$ cat src/rtl/digit_store_pkg.sv
package digit_store_pkg;
    localparam int DIGIT_W = 4;
    localparam int DIGITS_PER_ROW = 16;
    localparam int DIGIT_IDX_W = $clog2(DIGITS_PER_ROW);

    typedef logic [DIGIT_W-1:0] digit_t;

    typedef enum logic [1:0] {
        ACC_KEEP = 2'd0,
        ACC_MEM  = 2'd1,
        ACC_BUS  = 2'd2
    } acc_src_e;
endpackage

$ cat src/rtl/ds_pointer.sv
module ds_pointer
    import digit_store_pkg::*;
#(
    parameter int RW = 3,
    localparam int PW = RW + DIGIT_IDX_W
) (
    input  logic                   clk,
    input  logic                   rst_n,
    input  logic                   imm_ld,
    input  logic [PW-1:0]          imm_val,
    input  logic                   row_ld,
    input  logic                   dig_ld,
    input  digit_t                 acc_val,
    input  logic                   port_ld,
    output logic [RW-1:0]          row_q,
    output logic [DIGIT_IDX_W-1:0] dig_q,
    output digit_t                 port_q
);
    typedef struct packed {
        logic [RW-1:0]          row;
        logic [DIGIT_IDX_W-1:0] dig;
        digit_t                 port;
    } ptr_state_t;

    ptr_state_t st_d, st_q;

    always_comb begin
        st_d = st_q;
        if (imm_ld) begin
            {st_d.row, st_d.dig} = imm_val;
        end else begin
            if (row_ld) st_d.row = acc_val[RW-1:0];
            if (dig_ld) st_d.dig = acc_val[DIGIT_IDX_W-1:0];
        end
        if (port_ld) st_d.port = digit_t'(st_q.dig);
    end

    always_ff @(posedge clk or negedge rst_n) begin
        if (!rst_n) st_q <= '0;
        else        st_q <= st_d;
    end

    assign row_q  = st_q.row;
    assign dig_q  = st_q.dig;
    assign port_q = st_q.port;


    imm_wins_chk: assert property (@(posedge clk) disable iff (!rst_n)
        imm_ld |=> {row_q, dig_q} == $past(imm_val));

    row_load_chk: assert property (@(posedge clk) disable iff (!rst_n)
        (!imm_ld && row_ld) |=> row_q == $past(acc_val[RW-1:0]));

    dig_load_chk: assert property (@(posedge clk) disable iff (!rst_n)
        (!imm_ld && dig_ld) |=> dig_q == $past(acc_val[DIGIT_IDX_W-1:0]));

    dig_hold_chk: assert property (@(posedge clk) disable iff (!rst_n)
        (!imm_ld && !dig_ld) |=> $stable(dig_q));

    port_copy_chk: assert property (@(posedge clk) disable iff (!rst_n)
        port_ld |=> port_q == digit_t'($past(dig_q)));

    port_hold_chk: assert property (@(posedge clk) disable iff (!rst_n)
        !port_ld |=> $stable(port_q));
endmodule

$ cat src/rtl/ds_array.sv
module ds_array
    import digit_store_pkg::*;
#(
    parameter int ROWS = 8,
    localparam int RW = $clog2(ROWS)
) (
    input  logic                   clk,
    input  logic                   we,
    input  logic [RW-1:0]          row_sel,
    input  logic [DIGIT_IDX_W-1:0] dig_sel,
    input  digit_t                 wdata,
    output digit_t                 rdata
);
    digit_t row_rd [ROWS];

    for (genvar r = 0; r < ROWS; r++) begin : g_row
        digit_t cells [DIGITS_PER_ROW];
        logic   row_we;

        assign row_we = we && (row_sel == RW'(r));

        // no reset: contents survive rst_n
        always_ff @(posedge clk) begin
            if (row_we) cells[dig_sel] <= wdata;
        end

        assign row_rd[r] = cells[dig_sel];
    end

    assign rdata = row_rd[row_sel];
endmodule

$ cat src/rtl/ds_accum.sv
module ds_accum
    import digit_store_pkg::*;
(
    input  logic   clk,
    input  logic   rst_n,
    input  logic   take_mem,
    input  digit_t mem_val,
    input  logic   take_bus,
    input  digit_t bus_val,
    output digit_t acc_q
);
    acc_src_e src;
    digit_t   acc_d, acc_r;

    always_comb begin
        if (take_mem)      src = ACC_MEM;
        else if (take_bus) src = ACC_BUS;
        else               src = ACC_KEEP;
        case (src)
            ACC_MEM: acc_d = mem_val;
            ACC_BUS: acc_d = bus_val;
            default: acc_d = acc_r;
        endcase
    end

    always_ff @(posedge clk or negedge rst_n) begin
        if (!rst_n) acc_r <= '0;
        else        acc_r <= acc_d;
    end

    assign acc_q = acc_r;


    acc_from_mem_chk: assert property (@(posedge clk) disable iff (!rst_n)
        take_mem |=> acc_q == $past(mem_val));

    acc_from_bus_chk: assert property (@(posedge clk) disable iff (!rst_n)
        (take_bus && !take_mem) |=> acc_q == $past(bus_val));
endmodule

$ cat src/rtl/digit_store.sv
module digit_store
    import digit_store_pkg::*;
#(
    parameter int ROWS = 8,
    localparam int RW = $clog2(ROWS),
    localparam int PW = RW + DIGIT_IDX_W
) (
    input  logic          clk,
    input  logic          rst_n,
    input  logic          acc_wr,
    input  logic [3:0]    acc_din,
    input  logic          ld_mem,
    input  logic          st_mem,
    input  logic          swap,
    input  logic          row_from_acc,
    input  logic          dig_from_acc,
    input  logic          ptr_imm_ld,
    input  logic [PW-1:0] ptr_imm,
    input  logic          port_ld,
    output logic [3:0]    acc_q,
    output logic [3:0]    mem_q,
    output logic [PW-1:0] ptr_q,
    output logic [3:0]    port_q
);
    logic [RW-1:0]          row_cur;
    logic [DIGIT_IDX_W-1:0] dig_cur;
    digit_t                 rd_digit, acc_cur;
    logic                   arr_we, acc_take_mem;

    assign arr_we       = st_mem || swap;
    assign acc_take_mem = ld_mem || swap;

    ds_pointer #(.RW(RW)) u_ptr (
        .clk     (clk),
        .rst_n   (rst_n),
        .imm_ld  (ptr_imm_ld),
        .imm_val (ptr_imm),
        .row_ld  (row_from_acc),
        .dig_ld  (dig_from_acc),
        .acc_val (acc_cur),
        .port_ld (port_ld),
        .row_q   (row_cur),
        .dig_q   (dig_cur),
        .port_q  (port_q)
    );

    ds_array #(.ROWS(ROWS)) u_arr (
        .clk     (clk),
        .we      (arr_we),
        .row_sel (row_cur),
        .dig_sel (dig_cur),
        .wdata   (acc_cur),
        .rdata   (rd_digit)
    );

    ds_accum u_acc (
        .clk      (clk),
        .rst_n    (rst_n),
        .take_mem (acc_take_mem),
        .mem_val  (rd_digit),
        .take_bus (acc_wr),
        .bus_val  (acc_din),
        .acc_q    (acc_cur)
    );

    assign acc_q = acc_cur;
    assign mem_q = rd_digit;
    assign ptr_q = {row_cur, dig_cur};

    logic ptr_moves;
    assign ptr_moves = ptr_imm_ld || row_from_acc || dig_from_acc;

    // R4 (input assumption: one accumulator command per cycle)
    one_acc_cmd_chk: assert property (@(posedge clk) disable iff (!rst_n)
        $onehot0({acc_wr, ld_mem, st_mem, swap}));

    swap_mem_chk: assert property (@(posedge clk) disable iff (!rst_n)
        (swap && !ptr_moves) |=> mem_q == $past(acc_q));

    swap_acc_chk: assert property (@(posedge clk) disable iff (!rst_n)
        swap |=> acc_q == $past(mem_q));

    store_mem_chk: assert property (@(posedge clk) disable iff (!rst_n)
        (st_mem && !ptr_moves) |=> mem_q == $past(acc_q));

    store_keeps_acc_chk: assert property (@(posedge clk) disable iff (!rst_n)
        st_mem |=> $stable(acc_q));
endmodule

$ cat config.mk
export PLATFORM = sky130hd
export DESIGN_NAME = digit_store
export DESIGN_NICKNAME = d
export VERILOG_FILES = /design/src/rtl/digit_store_pkg.sv /design/src/rtl/ds_pointer.sv /design/src/rtl/ds_array.sv /design/src/rtl/ds_accum.sv /design/src/rtl/digit_store.sv
export SDC_FILE = /design/constraint.sdc
export NUM_CORES = 1
export LEC_CHECK = 0
export ABC_AREA = 1
export BUFFER_PORTS_ARGS = -buffer_cell sky130_fd_sc_hd__buf_2
export CORE_MARGIN = 2
export CORE_UTILIZATION = 50
export DETAILED_ROUTE_END_ITERATION = 7
export PLACE_DENSITY = 0.65
export SYNTH_ARGS = -nofsm -noshare
export SYNTH_HDL_FRONTEND = slang
export SYNTH_HIERARCHICAL = 1
export SYNTH_SLANG_ARGS = --single-unit
$ cat constraint.sdc
create_clock -name clk -period 4.15 [get_ports clk]
set_clock_uncertainty 0.15 [all_clocks]
set_input_delay 1.245 -clock clk [delete_from_list [all_inputs] [get_ports clk]]
set_output_delay 1.245 -clock clk [all_outputs]
set_load 0.1 [all_outputs]
==> qor.txt <==
final period utilization: 101%
Worst Hold End: u_ptr/port_q[1]
Hold Crit Class: reg2reg
vias in the first global route: 15,007
CTS root buf: clkbuf_16
Post-Syn Area: 22,000 µm²
die height: 214 µm
GP Congestion: 0.902
CTS tree: yes
RSZ-0062 raised after global routing: yes
IO Count: 40
Final WS setup: -0.0530 ns
worst-margin pin slew: 1.12 ns
Die Wd: 214 µm
largest net degree at the start of global routing: 91
r2r endpoint: u_arr/g_row[4].cells[2][1]
routed vias: 15,487
Initial Util: 50.9%
Area growth syn-to-layout: 15.5%
first-pass GRT wire length: 88.2 mm
Hold Startpoint: u_ptr/port_q[1]
Peak Freq: 238 MHz
Max Cap Viol: 0
hold depth: 2
# setup viols final: 4
H-tree depth: 2
LEAKAGE: 0.00997 µW
Hold-fix buffers, CTS: 0
r2r setup slk: 0.99 ns
Antenna Violating Nets Remaining: 0
Placed Cells: 2,660
Total GRT Usage: 26.4%
Cells after Synth: 2,093
Post-synth ARST share: 2.85%
CP Class: reg2out
Ys Warns: 6
internal power component: 9840 µW
post-synth cell types: 20
Startpoint Class: flip-flop
Detailed Route WL: 59.3 mm
Inserted Diodes: 0
DR vias/cell: 5.56
EDFF count, synth: 512
port bufs: 39
CTS buffer count: 53
worst hold slack: 0.373 ns
sequential fraction of design power: 46.9%
Clk Latency, worst-skew pair: 0.60 ns
Worst EP arrival: 2.81 ns
Hold Fails Final Rpt: 0
failing checks: setup timing
grt total ovfl: 0
First-pass DRT Iterations: 5
logic gate share of total power: 20.5%
# rows: 76
worst reg-to-reg path cell count: 3
post-synthesis sequential area ratio: 71.6%
clock transition at the registers of the reported paths: 0.07 ns
Clock power frac: 32.6%
Peak VDD IR: 775 µV
status: finished, violations left
sw frac: 30.7%
DRT iter0 DRCs: 1,626
cell area power density: 558 nW/µm²
Post-DP HPWL: 32.8 mm
flops & latches, synth: 527
CP endpoint kind: output port
Crit path required time: 2.75 ns
Worst slew margin: 25.2%
syn_area_per_cell: 10.5 µm²
clk buf depth: 3
DRC: 0
nets: 2,181
die area: 45,700 µm²
number of clock sinks: 527
initial antenna violation count: 0
Finished Layout Cells: 2,787
pre-CTS WS: 0.378 ns
drt wl/cell: 21.3 µm
Core Box Area: 43,300 µm²
layout cells sized above 1: 11.2%
crit-path max FO: 10
syn nets: 2,114
worst reg2reg path startpoint: u_ptr/row_q[1]
top_reg_cell synth: edfxtp_1
switching pwr: 4350 µW
total power: 14,200 µW
min cycle time layout: 4.20 ns
Slew Viols, Final: 0
==> cell usage after synthesis, types with 10 or more instances <==
cell      count  area, µm²
nand2_1    1145       4300
edfxtp_1    512      15400
nor2_1      147        552
nand3_1      68        340
buf_2        46        230
o21ai_1      44        220
clkbuf_1     21       78.8
a21oi_1      18       90.1
buf_4        17        128
inv_1        16       60.1
dfrtp_1      15        375
nand4_1      12       75.1
o21ai_0      10       50.1
==> metal layers <==
metal	vias up	share of wire (%)	GRT usage [%]
met2	776	48	43.4
met3	104	8.8	4.44
met5	-	0	0
met4	0	2.8	8.31
li1	7075	-	-
met1	7532	41	36.1
==> how the worst max path moves through the flow <==
stage	slack [ns]	to	from	depth (start not counted)
CTS	-0.02	mem_q[0]	u_ptr/dig_q[0]	13
finish	-0.05	mem_q[0]	u_ptr/row_q[1]	6
global placement	0.37	mem_q[0]	u_ptr/dig_q[0]	11
global route	-0.15	mem_q[0]	u_ptr/dig_q[0]	14
floorplan	-0.15	mem_q[0]	u_ptr/dig_q[0]	11
detailed placement	0.38	mem_q[0]	u_ptr/dig_q[0]	11
==> cell type report <==
type                    count  area, µm²
fillers                  3544      17800
flip-flops and latches    527      15800
multi-input cells        1449       5850
clock buffers              69       1420
repair buffers            107       1300
well taps                 585        732
clock inverters            28        241
inverters                  22        105
==> worst max-delay path: stages (launching register included) <==
cell and delay (ns):
dfrtp_1 0.48, nor2_1 0.88, o21ai_2 0.17, nand2_1 0.12
nor2_1 0.06, nor2_2 0.26, buf_12 0.22
==> registers in the layout, summed over array words and instances, names as in the netlist <==
| register | cells |
|---|---|
| u_ptr/dig_q | 4 |
| u_ptr/port_q | 4 |
| u_arr/g_row.cells | 512 |
| u_ptr/row_q | 3 |
| u_acc/acc_q | 4 |
==> stage by stage <==
step / instance area (µm²) / util (%) / TNS (ns)
after detailed placement: 22900 / 53.0 / 0
after floorplan: 22000 / - / -0.146
after global routing: 25400 / 58.8 / -0.487
after CTS: 25300 / 58.5 / -0.0359
final: 25400 / 58.8 / -0.123
after global placement: 22900 / 53.0 / 0
==> cells by family after synthesis <==
kind of cell | share of synthesized area (%)
AOI/OAI and AO/OA | 1.64
DFF | 71.6
and+or+nand+nor | 24.1
buffers and inverters | 2.70
==> cell usage in the layout (no fill, tap or decap), types with 2 or more instances in the layout <==
cell        instances
dfrtp_4             5
a21oi_1            18
nand2_1          1131
nor2_2             12
nand3_2             5
o21ai_2            16
inv_6               3
nor2_4              6
o21ai_0             9
inv_1              16
buf_2              35
buf_16             14
buf_12             19
bufinv_16           4
buf_4              31
clkinv_1           10
clkinvlp_4          2
clkinv_2           11
nand3_1            63
nor2_1            134
clkbuf_16          55
o21ai_1            28
clkbuf_1           14
nand4_1            12
edfxtp_1          512
nand2_2            14
inv_4               2
dfrtp_1             9
buf_6               5
==> power by group through the flow <==
stage / combinational, µW / clock (µW) / sequential [µW]
3_3_place_gp: 2520 / 0 / 6770
5_1_grt: 3110 / 4900 / 6670
3_5_place_dp: 2530 / 0 / 6770
4_1_cts: 2850 / 4690 / 6660
2_1_floorplan: 1190 / 0 / 7140
6_report: 2910 / 4630 / 6660
==> what timing repair did <==
action,4_1_cts,5_1_grt
endpoints found under the hold margin,0,0
gates resized for setup,68,17
setup buffers,15,4
gates cloned,12,1
pin swaps,19,7
setup endpoints to repair,4,4
Note: power is estimated with default switching activity, not from simulation.
